`config.mk`:
```
export PLATFORM = sky130hd
export DESIGN_NAME = mop_expand_pack
export DESIGN_NICKNAME = d
export VERILOG_FILES = /design/src/rtl/mop_pkg.sv /design/src/rtl/mop_ucode_rom.sv /design/src/rtl/mop_simple_dec.sv /design/src/rtl/mop_seq.sv /design/src/rtl/mop_pack_queue.sv /design/src/rtl/mop_expand_pack.sv
export SDC_FILE = /design/constraint.sdc
export NUM_CORES = 1
export LEC_CHECK = 0
export CORE_MARGIN = 1
export CORE_UTILIZATION = 50
export CTS_CLUSTER_DIAMETER = 50
export DETAILED_ROUTE_END_ITERATION = 10
export PLACE_DENSITY_LB_ADDON = 0.1
export RECOVER_POWER = 25
export REMOVE_ABC_BUFFERS = 1
export SYNTH_ARGS = -nofsm -noshare
export SYNTH_HDL_FRONTEND = slang
export SYNTH_SLANG_ARGS = --single-unit
```
`constraint.sdc`:
```
create_clock -name clk -period 16 [get_ports clk]
set_input_delay 1.6 -clock clk [delete_from_list [all_inputs] [get_ports clk]]
set_output_delay 1.6 -clock clk [all_outputs]
set_load 0.02 [all_outputs]
```
`src/rtl/mop_pkg.sv`:
```
package mop_pkg;

    localparam int TAG_W     = 4;
    localparam int MAX_VLEN  = 4;
    localparam int STEP_W    = $clog2(MAX_VLEN);
    localparam int KIND_W    = 2;
    localparam int MOP_W     = KIND_W + TAG_W + STEP_W;
    localparam int GROUP     = 3;
    localparam int CNT_W     = $clog2(GROUP + 1);
    localparam int NUM_TAGS  = 1 << TAG_W;

    typedef enum logic [KIND_W-1:0] {
        PATH_SINGLE = 2'b00,
        PATH_DOUBLE = 2'b01,
        PATH_VECTOR = 2'b10,
        PATH_RSVD   = 2'b11
    } path_e;

    typedef logic [MOP_W-1:0] mop_t;

    // length of the table sequence owned by a tag
    function automatic int vec_len(input int tag);
        return (tag % MAX_VLEN) + 1;
    endfunction

    // first table word of a tag: sequences are stored back to back
    function automatic int vec_start(input int tag);
        int acc;
        acc = 0;
        for (int t = 0; t < tag; t++) begin
            acc += vec_len(t);
        end
        return acc;
    endfunction

    localparam int ROM_DEPTH = vec_start(NUM_TAGS);
    localparam int ROM_AW    = $clog2(ROM_DEPTH + GROUP);

endpackage

```
`src/rtl/mop_ucode_rom.sv`:
```
module mop_ucode_rom
    import mop_pkg::*;
(
    input  logic [TAG_W-1:0]             tag_i,
    output logic [ROM_AW-1:0]            start_o,
    input  logic [GROUP-1:0][ROM_AW-1:0] addr_i,
    output mop_t [GROUP-1:0]             mop_o,
    output logic [GROUP-1:0]             last_o
);

    typedef struct packed {
        logic last;
        mop_t mop;
    } uword_t;

    uword_t            rom_tbl   [ROM_DEPTH];
    logic [ROM_AW-1:0] start_tbl [NUM_TAGS];

    // table contents computed from the tag and step arithmetic
    for (genvar t = 0; t < NUM_TAGS; t++) begin : g_tag
        assign start_tbl[t] = ROM_AW'(vec_start(t));
        for (genvar s = 0; s < MAX_VLEN; s++) begin : g_step
            if (s < vec_len(t)) begin : g_word
                assign rom_tbl[vec_start(t) + s] = '{
                    last: (s == vec_len(t) - 1),
                    mop:  {PATH_VECTOR, TAG_W'(t), STEP_W'(s)}
                };
            end
        end
    end

    assign start_o = start_tbl[tag_i];

    // three independent read ports; words past the end read as zero
    for (genvar p = 0; p < GROUP; p++) begin : g_port
        uword_t rd_word;
        assign rd_word   = (int'(addr_i[p]) < ROM_DEPTH) ? rom_tbl[addr_i[p]] : '0;
        assign mop_o[p]  = rd_word.mop;
        assign last_o[p] = rd_word.last;
    end

endmodule

```
`src/rtl/mop_simple_dec.sv`:
```
module mop_simple_dec
    import mop_pkg::*;
(
    input  logic [TAG_W-1:0] tag_i,
    input  path_e            path_i,
    output logic [CNT_W-1:0] cnt_o,
    output mop_t [GROUP-1:0] mops_o
);

    always_comb begin
        mops_o = '0;
        cnt_o  = '0;
        unique case (path_i)
            PATH_DOUBLE: begin
                cnt_o     = CNT_W'(2);
                mops_o[0] = {PATH_DOUBLE, tag_i, STEP_W'(0)};
                mops_o[1] = {PATH_DOUBLE, tag_i, STEP_W'(1)};
            end
            PATH_VECTOR: begin
                cnt_o = '0;
            end
            default: begin
                cnt_o     = CNT_W'(1);
                mops_o[0] = {PATH_SINGLE, tag_i, STEP_W'(0)};
            end
        endcase
    end

endmodule

```
`src/rtl/mop_seq.sv`:
```
module mop_seq
    import mop_pkg::*;
(
    input  logic             clk,
    input  logic             rst,
    input  logic             start_i,
    input  logic [TAG_W-1:0] tag_i,
    input  logic             advance_i,
    output logic             busy_o,
    output logic [CNT_W-1:0] emit_cnt_o,
    output mop_t [GROUP-1:0] emit_mops_o
);

    typedef struct packed {
        logic              busy;
        logic [ROM_AW-1:0] addr;
    } seq_st_t;

    seq_st_t st_q, st_d;

    logic [GROUP-1:0][ROM_AW-1:0] rd_addr;
    logic [GROUP-1:0]             rd_last;
    logic [ROM_AW-1:0]            start_addr;
    logic [ROM_AW-1:0]            base;
    logic                         run;

    mop_ucode_rom u_rom (
        .tag_i   (tag_i),
        .start_o (start_addr),
        .addr_i  (rd_addr),
        .mop_o   (emit_mops_o),
        .last_o  (rd_last)
    );

    assign base = st_q.busy ? st_q.addr : start_addr;
    assign run  = st_q.busy ? advance_i : start_i;

    always_comb begin
        for (int p = 0; p < GROUP; p++) begin
            rd_addr[p] = base + ROM_AW'(p);
        end
    end

    always_comb begin
        logic             hit;
        logic [CNT_W-1:0] n;
        hit = 1'b0;
        n   = CNT_W'(GROUP);
        // lowest flagged word ends the chunk
        for (int p = GROUP - 1; p >= 0; p--) begin
            if (rd_last[p]) begin
                hit = 1'b1;
                n   = CNT_W'(p + 1);
            end
        end
        st_d       = st_q;
        emit_cnt_o = '0;
        if (run) begin
            emit_cnt_o = n;
            if (hit) begin
                st_d.busy = 1'b0;
            end else begin
                st_d.busy = 1'b1;
                st_d.addr = base + ROM_AW'(GROUP);
            end
        end
    end

    assign busy_o = st_q.busy;

    always_ff @(posedge clk) begin
        if (rst) st_q <= '0;
        else     st_q <= st_d;
    end

endmodule

```
`src/rtl/mop_pack_queue.sv`:
```
module mop_pack_queue
    import mop_pkg::*;
#(
    parameter int DEPTH = 6
) (
    input  logic                       clk,
    input  logic                       rst,
    input  logic [CNT_W-1:0]           push_cnt_i,
    input  mop_t [GROUP-1:0]           push_mops_i,
    input  logic                       flush_i,
    input  logic                       pop_ready_i,
    output logic                       grp_valid_o,
    output logic [GROUP-1:0]           grp_slot_vld_o,
    output mop_t [GROUP-1:0]           grp_mops_o,
    output logic [$clog2(DEPTH+1)-1:0] fill_o
);

    localparam int PTR_W  = $clog2(DEPTH);
    localparam int FILL_W = $clog2(DEPTH + 1);

    typedef struct packed {
        mop_t [DEPTH-1:0]  mem;
        logic [PTR_W-1:0]  head;
        logic [PTR_W-1:0]  tail;
        logic [FILL_W-1:0] fill;
    } q_st_t;

    q_st_t st_q, st_d;

    // ring pointer advance for a depth that need not be a power of two
    function automatic logic [PTR_W-1:0] ptr_add(input logic [PTR_W-1:0] p, input int k);
        int s;
        s = int'(p) + k;
        if (s >= DEPTH) s -= DEPTH;
        return PTR_W'(s);
    endfunction

    always_comb begin
        int fill_n;
        int pop_n;
        int push_n;
        st_d   = st_q;
        fill_n = int'(st_q.fill);
        push_n = int'(push_cnt_i);

        grp_valid_o = (fill_n >= GROUP) || (flush_i && (fill_n != 0));
        for (int i = 0; i < GROUP; i++) begin
            grp_mops_o[i]     = st_q.mem[ptr_add(st_q.head, i)];
            grp_slot_vld_o[i] = (i < fill_n);
        end

        pop_n = 0;
        if (grp_valid_o && pop_ready_i) begin
            pop_n = (fill_n < GROUP) ? fill_n : GROUP;
        end

        for (int i = 0; i < GROUP; i++) begin
            if (i < push_n) begin
                st_d.mem[ptr_add(st_q.tail, i)] = push_mops_i[i];
            end
        end

        st_d.head = ptr_add(st_q.head, pop_n);
        st_d.tail = ptr_add(st_q.tail, push_n);
        st_d.fill = FILL_W'(fill_n - pop_n + push_n);
    end

    assign fill_o = st_q.fill;

    always_ff @(posedge clk) begin
        if (rst) st_q <= '0;
        else     st_q <= st_d;
    end

endmodule

```
`src/rtl/mop_expand_pack.sv`:
```
module mop_expand_pack
    import mop_pkg::*;
#(
    parameter int BUF_DEPTH = 6
) (
    input  logic                   clk,
    input  logic                   rst,
    input  logic                   in_valid,
    output logic                   in_ready,
    input  logic [TAG_W-1:0]       in_tag,
    input  logic [1:0]             in_path,
    input  logic                   flush,
    output logic                   out_valid,
    input  logic                   out_ready,
    output logic [GROUP-1:0]       out_slot_vld,
    output logic [GROUP*MOP_W-1:0] out_mops
);

    localparam int FILL_W = $clog2(BUF_DEPTH + 1);

    path_e             path;
    logic              accept;
    logic              room;
    logic              seq_busy;
    logic              seq_start;
    logic [FILL_W-1:0] fill;

    logic [CNT_W-1:0]  simple_cnt;
    mop_t [GROUP-1:0]  simple_mops;
    logic [CNT_W-1:0]  seq_cnt;
    mop_t [GROUP-1:0]  seq_mops;
    logic [CNT_W-1:0]  push_cnt;
    mop_t [GROUP-1:0]  push_mops;
    mop_t [GROUP-1:0]  grp_mops;

    assign path      = path_e'(in_path);
    // room is judged on the registered fill, so any next chunk fits
    assign room      = int'(fill) <= (BUF_DEPTH - GROUP);
    assign in_ready  = room && !seq_busy;
    assign accept    = in_valid && in_ready;
    assign seq_start = accept && (path == PATH_VECTOR);

    mop_simple_dec u_dec (
        .tag_i  (in_tag),
        .path_i (path),
        .cnt_o  (simple_cnt),
        .mops_o (simple_mops)
    );

    mop_seq u_seq (
        .clk         (clk),
        .rst         (rst),
        .start_i     (seq_start),
        .tag_i       (in_tag),
        .advance_i   (room),
        .busy_o      (seq_busy),
        .emit_cnt_o  (seq_cnt),
        .emit_mops_o (seq_mops)
    );

    always_comb begin
        push_cnt  = '0;
        push_mops = simple_mops;
        if (seq_cnt != '0) begin
            push_cnt  = seq_cnt;
            push_mops = seq_mops;
        end else if (accept) begin
            push_cnt  = simple_cnt;
        end
    end

    mop_pack_queue #(
        .DEPTH (BUF_DEPTH)
    ) u_queue (
        .clk            (clk),
        .rst            (rst),
        .push_cnt_i     (push_cnt),
        .push_mops_i    (push_mops),
        .flush_i        (flush),
        .pop_ready_i    (out_ready),
        .grp_valid_o    (out_valid),
        .grp_slot_vld_o (out_slot_vld),
        .grp_mops_o     (grp_mops),
        .fill_o         (fill)
    );

    assign out_mops = grp_mops;

endmodule

```
==> metrics.md, run 1 <==
| Metric | Value |
|---|---|
| FP Rows | 45 |
| Slew headroom | -49.2% |
| Setup CP Type | reg -> out |
| Antenna cell count | 0 |
| CP top delay family | buffers and inverters |
| Clock Latency Late Sink | 0.35 ns |
| WP buf/inv | 5 |
| Routed wire length | between 20000 and 30000 µm |
| Clock Skews | just over 0.006 ns |
| Async SR Flop Fraction | 0% |
| Worst-path maximum fanout | 42 |
| Post-route clock period utilization | between 40% and 50% |
| VDD IR max | 103 µV |
| Max cap viols | 3 |
| Synth Cell Area | just under 0.008 mm² |
| GRT Total Usage | between 30% and 40% |
| Status | finished with violations |
| Tightest Hold Check Type | reg -> reg |
| Count of cell types in the netlist | 93 |
| Final ANT Viol Nets | 0 |
| Max clock buf depth | 2 |
| Boundary Pins | 40 |
| CP Capture Type | output pin |
| First-pass GRT wire length | about 43000 µm |
| Yosys top cell by area | dfxtp_1 |
| Setup tns final | 0 ns |
| Clock-pin slew on the worst setup and hold paths | approximately 0.060 ns |
| Initial antenna violation count | 0 |
| Clk sinks | 64 |
| Top-area cell type share of the netlist area | between 10% and 20% |
| Via Count | 8304 |
| Final Hold Viols | 0 |
| Top-count cell post-synth | nor2_1 |
| Tmin final | between 7 and 8 ns |
| Leakage | approximately 3.2 nW |
| Mean Syn Cell Area | roughly 7.6 µm² |
| CTS tree | built |
| Fillers | ~1500 |
| Fmax | between 100 and 150 MHz |
| Failing checks | capacitance limit, slew limit |
| Starting Density | approximately half |
| H-tree levels | 3 |
| Horiz. Die Dim | around 130 µm |
| Overflow after GRT | 0 |
| Synth Warn # | 0 |
| Power Density | 156 mW/mm² |
| 1st-pass router iterations | 6 |
| CP required | between 10 and 15 ns |
| Area delta synth->final | 9.58% |
| Wire per inst | between 20 and 25 µm |
| Largest net degree at the start of global routing | a little under 50 |
| Sw frac | 49.9% |
| Crit path launch type | flop |
| Net Sw Power | 0.665 mW |
| Die ar. | about 0.016 mm² |
| RSZ-0062 raised after global routing | no |
| Mapped Cells | a little over 1000 |
| Seq/Total Area, Yosys | 16.4% |
| Worst-path cell chain | clkbuf_1, clkinv_1, ha_1, nand4_1, o21ai_1, buf_4, inv_1, nor2_1, a21oi_1, o21ai_0, clkdlybuf4s50_1 |
| Fraction of layout cells with a size suffix above 1 | approximately 10% |
| Port bufs | 39 |
| Top cells by count, synth | nor2_1, a21oi_1, o21ai_0, nand2_1, dfxtp_1 |
| Final GP Congestion | between 0.9 and 1 |
| Largest stage delay, worst path | around 1.6 ns |
| Worst EP arrival | approximately 6.2 ns |
| Internal cell power | between 0.6 and 0.7 mW |
| Clock share of power | between 10% and 20% |
| DR iter-0 viols | around 800 |
| Dpl hpwl | between 15000 and 20000 µm |
| Slowest-stage cell, CP | clkbuf_1 |
| DIE HEIGHT | approximately 130 µm |
| PostCTS Resize Cnt | 0 |
| CTS buffer count | 9 |
| Worst-margin pin slew | roughly 2.2 ns |
| CTS root buf | clkbuf_16 |
| Design Area, Final | roughly 0.0086 mm² |
| Area post-placement | slightly above 0.008 mm² |
| Vias per inst | 6.83 |
| Logic pwr share | ~67% |
| Nets | approximately 1100 |
| Vias in the first global route | roughly 7500 |
| Seq pwr share | between 10% and 20% |
| Main area contributors after synthesis | dfxtp_1, ha_1, mux2i_1 |
| Remaining DRCs | 0 |
| Final Max Slew Viols | 92 |
| Top_reg_cell synth | dfxtp_1 |
| Post-CTS setup buffer count | 0 |
| Seq cells post-synth | 64 |
| Hold buffer count at CTS | 0 |
| Core area | roughly 0.015 mm² |
| Final Setup Violations | 0 |
| Number of synthesized flops with an enable pin | 0 |
## through the flow
stage                     util [%]  hold WS (ns)  setup slack [ns]  std cells  total power [mW]
after global placement        54.2         0.463              8.24       1199              1.11
final                         56.3         0.476              8.21       1215              1.33
after floorplan                  -         0.438              9.59        960             0.800
after global routing          56.3         0.487              7.70       1215              1.42
after detailed placement      54.2         0.467              8.12       1199              1.11
after CTS                     56.4         0.476              8.46       1215              1.34
## layout make-up
class / instances / area [µm²] / area share [%]
Timing Repair Buffer: 51 / 472 / 5.51
Clock inverter: 4 / 76.3 / 0.892
Clock buffer: 12 / 256 / 3.00
Multi-Input combinational cell: 853 / 6070 / 71.0
Sequential cell: 64 / 1280 / 15.0
Inverter: 43 / 164 / 1.92
Tap cell: 188 / 235 / 2.75
## power groups by stage
stage / clock [mW] / combinational, mW / sequential, mW
floorplan: 0 / 0.584 / 0.216
detailed placement: 0 / 0.896 / 0.215
global route: 0.234 / 0.968 / 0.215
CTS: 0.227 / 0.902 / 0.212
finish: 0.226 / 0.896 / 0.211
global placement: 0 / 0.893 / 0.215
## path summary, 6_finish.rpt
kind	slack, ns	cells past startpoint	endpoint	from
setup / recovery	8.21	11	out_mops[10]	u_queue.st_q[6]$_SDFF_PP0_
setup reg to reg	9.76	20	u_queue.st_q[4]$_SDFF_PP0_	u_seq.busy_o$_SDFFE_PP0N_
hold / removal	0.48	2	u_seq.st_q[3]$_SDFFE_PP0P_	u_seq.st_q[3]$_SDFFE_PP0P_
hold reg to reg	0.48	2	u_seq.st_q[3]$_SDFFE_PP0P_	u_seq.st_q[3]$_SDFFE_PP0P_
## layout by cell type (no fill, tap or decap), drive strengths merged, types with 21 or more instances in the layout
cell and n:
a31oi 21, inv 40, nor2 84, o21ai 85, dfxtp 64, mux2 37, ha 45, a21oi 77
o211ai 30, nand3 46, nor3 44, nand2 70, mux2i 56
## kinds of logic (layout without fill, tap and decap cells)
family / count (synthesis) / in the layout / synth area share [%]
adder cells (fa/ha/maj): 49 / 49 / 8.23
multiplexers: 94 / 94 / 12.8
flip-flops: 64 / 64 / 16.4
AND/OR/NAND/NOR: 321 / 321 / 21.4
AO/OA/AOI/OAI: 368 / 368 / 33.0
other: 1 / 1 / 0.0480
XOR/XNOR: 20 / 20 / 2.24
buffers and inverters: 114 / 110 / 5.91
## state kept, by name (all words and copies together) (netlist names)
register        count
u_seq.st_q          6
u_seq.busy_o        1
u_queue.st_q       54
u_queue.fill_o      3
## tightest hold or removal path, cell delays in order, from the launching register on
cell and delay [ns]:
dfxtp_1 0.30, o21ai_0 0.07, a21oi_1 0.06
## per-layer routing
| metal | wire length, µm | global-route usage (%) | part of all wire [%] | vias to the layer above |
|---|---|---|---|---|
| li1 | - | - | - | 3903 |
| met3 | 2010 | 5.82 | 7.3 | 64 |
| met4 | 954 | 14.1 | 3.5 | 0 |
| met2 | 13000 | 56.8 | 47 | 369 |
| met1 | 11600 | 44.8 | 42 | 3968 |
| met5 | 0 | 0 | 0 | - |
(Power assumes the default switching activity.)
==> run 2, diff against run 1 <==
==> constraint.sdc (replaced) <==
create_clock -name clk -period 6.8 [get_ports clk]
set_input_delay 0.68 -clock clk [delete_from_list [all_inputs] [get_ports clk]]
set_output_delay 0.68 -clock clk [all_outputs]
set_load 0.02 [all_outputs]
==> metrics.md, run 2 (synthesis results as in run 1) <==
| Metric | Value |
|---|---|
| Status | finished with violations |
| Failing checks | capacitance limit, slew limit |
| Max cap viols | 2 (-1) |
| Final Hold Viols | 0 (unchanged) |
| Setup WS post-layout | 0.971 ns (-7.24 ns) |
| Fmax | 172 MHz |
| Final Setup Violations | 0 (unchanged) |
| Worst-path maximum fanout | 11 (-74%) |
| Area delta synth->final | 10.4% |
| CP Capture Type | flop |
| Biggest register | u_queue.st_q |
| Final Util | 56.7% (+0.44 points) |
| Worst EP arrival | 6.03 ns (-0.16 ns) |
| Max clock buf depth | 2 (unchanged) |
| Worst-path cell chain | clkdlybuf4s50_1, ha_1, mux2_1, a32o_2, nor2_8, ha_1, inv_1, a21oi_1, o21ai_1, a222oi_1, o2bb2ai_2, nor2_1, nor2_1, nor2_1, ha_1, inv_1, fa_1, nor2_1, mux2_2, a21oi_1, nor2_1 |
| Max reg flops | 54 (unchanged) |
| Final GP Congestion | 1.01 (+6.5%) |
| Routed wire length | 27300 µm (-1.0%) |
| Largest stage delay, worst path | 0.65 ns (-0.93 ns) |
| Starting Density | 51.4% (unchanged) |
| R2R setup slack | 1.63 ns (-8.13 ns) |
| RSZ-0062 raised after global routing | no |
| DR iter-0 viols | 922 (+16%) |
| Setup tns final | 0 ns (unchanged) |
| Most frequent cells in the layout | nor2_1, a21oi_1, o21ai_0, nand2_1, dfxtp_1 |
| FP Rows | 45 (unchanged) |
| DIE HEIGHT | 127 µm (unchanged) |
| Remaining DRCs | 0 (unchanged) |
| Hold buffer count at CTS | 0 (unchanged) |
| Largest net degree at the start of global routing | 49 (unchanged) |
| Core area | 0.0152 mm² (unchanged) |
| CTS root buf | clkbuf_16 |
| PostCTS Resize Cnt | 0 (unchanged) |
| Final Max Slew Viols | 49 (-47%) |
| Power Density | 361 mW/mm² (+130%) |
| Leakage | 3.23 nW (+1.5%) |
| VDD IR max | 220 µV (+110%) |
| Fraction of layout cells with a size suffix above 1 | 11.0% (+0.89 points) |
| Port bufs | 39 (unchanged) |
| Tmin final | approximately 5.8 ns |
| Wire per inst | 22.3 µm (-1.7%) |
| Dpl hpwl | 19700 µm (+1.2%) |
| Clk sinks | 64 (unchanged) |
| Post-CTS setup buffer count | 0 (unchanged) |
| Crit path launch type | input pin |
| Overflow after GRT | 0 (unchanged) |
| CP required | 7.01 ns (-7.39 ns) |
| H-tree levels | 3 (unchanged) |
| CTS buffer count | 9 (unchanged) |
| First-pass GRT wire length | 43200 µm (-0.32%) |
| 1st-pass router iterations | 5 (-1) |
| CP top delay family | compound AO/OA/AOI/OAI gates |
| GRT Total Usage | 34.1% (-0.42 points) |
| Design Area, Final | 0.00863 mm² (+0.79%) |
| WP buf/inv | 3 (-2) |
| Boundary Pins | 40 (unchanged) |
| Horiz. Die Dim | 127 µm (unchanged) |
| Tightest Hold Check Type | reg -> reg |
| Slowest-stage cell, CP | clkdlybuf4s50_1 |
| Antenna cell count | 0 (unchanged) |
| Clock Skews | 0.00744 ns (+0.00133 ns) |
| Slew headroom | -37.4% (+12 points) |
| Initial antenna violation count | 0 (unchanged) |
| Hold slack final | 0.494 ns (+0.0179 ns) |
| Clock-pin slew on the worst setup and hold paths | 0.06 ns (about the same) |
| Nets | 1091 (+0.83%) |
| Dpl ws | 0.786 ns (-7.34 ns) |
| Final ANT Viol Nets | 0 (unchanged) |
| Setup CP Type | in -> reg |
| Clock Latency Late Sink | 0.34 ns (about the same) |
| Fillers | 1456 (-1.2%) |
| Vias in the first global route | 7627 (+1.4%) |
| Area post-placement | 0.00831 mm² (+0.82%) |
| CTS tree | built |
| Vias per inst | 6.85 (+0.28%) |
| Via Count | 8382 (+0.94%) |
| Worst-margin pin slew | 2.05 ns (-0.193 ns) |
| Post-route clock period utilization | a little under nine tenths |
| Die ar. | 0.0161 mm² (unchanged) |
| Most common cell after layout, fill and taps aside | nor2_1 |
| Crit path top cell by count | nor2_1 |
-- run 2: changes by cell type in the layout (fill, tap and decap cells not counted), sizes merged --
cell	previous run	this run
inv	40	41
buf	12	22
clkdlybuf4s50	20	19
clkbuf	13	11
dlygate4sd3	18	19
clkinv	4	3
-- run 2: final cells by class --
cell class / count / area [µm²] / share of cell area (%)
timing repair buffer: 60 / 543 / 6.30
multi-input combinational: 853 / 6070 / 70.4
sequential: 64 / 1280 / 14.9
inverter: 43 / 164 / 1.90
clock inverter: 4 / 76.3 / 0.885
clock buffer: 11 / 253 / 2.93
tap: 188 / 235 / 2.73
-- run 2: path summary, 6_finish.rpt --
check | depth (start not counted) | to | startpoint
setup / recovery | 21 | u_queue.st_q[4]$_SDFF_PP0_ | in_tag[1]
hold / removal | 2 | u_seq.st_q[1]$_SDFFE_PP0P_ | u_seq.st_q[1]$_SDFFE_PP0P_
setup reg to reg | 19 | u_queue.st_q[4]$_SDFF_PP0_ | u_seq.busy_o$_SDFFE_PP0N_
hold reg to reg | 2 | u_seq.st_q[1]$_SDFFE_PP0P_ | u_seq.st_q[1]$_SDFFE_PP0P_
-- run 2: routing by layer --
metal | up-vias | part of all wire [%] | GRT usage, %
met3 | 74 | 8.2 | 5.07
met2 | 427 | 47 | 57.9
met1 | 3959 | 41 | 43.9
met5 | - | 0 | 0
met4 | 0 | 3.3 | 12.0
li1 | 3922 | - | -
-- run 2: tightest hold or removal path: stages, from the launching register on --
cell and delay [ns]:
dfxtp_1 0.31, o21ai_0 0.07, a21oi_1 0.06
-- run 2: metrics by stage --
step | power (mW) | std cells
after global placement | 2.62 | 1208
after detailed placement | 2.62 | 1208
after global routing | 3.33 | 1223
after CTS | 3.15 | 1223
final | 3.12 | 1223
after floorplan | 1.88 | 960
-- run 2: report_power, final --
group	total [mW]	switching (mW)	internal, mW
logic	2.10	1.30	0.800
clock network	0.519	0.179	0.340
registers	0.499	0.0667	0.432
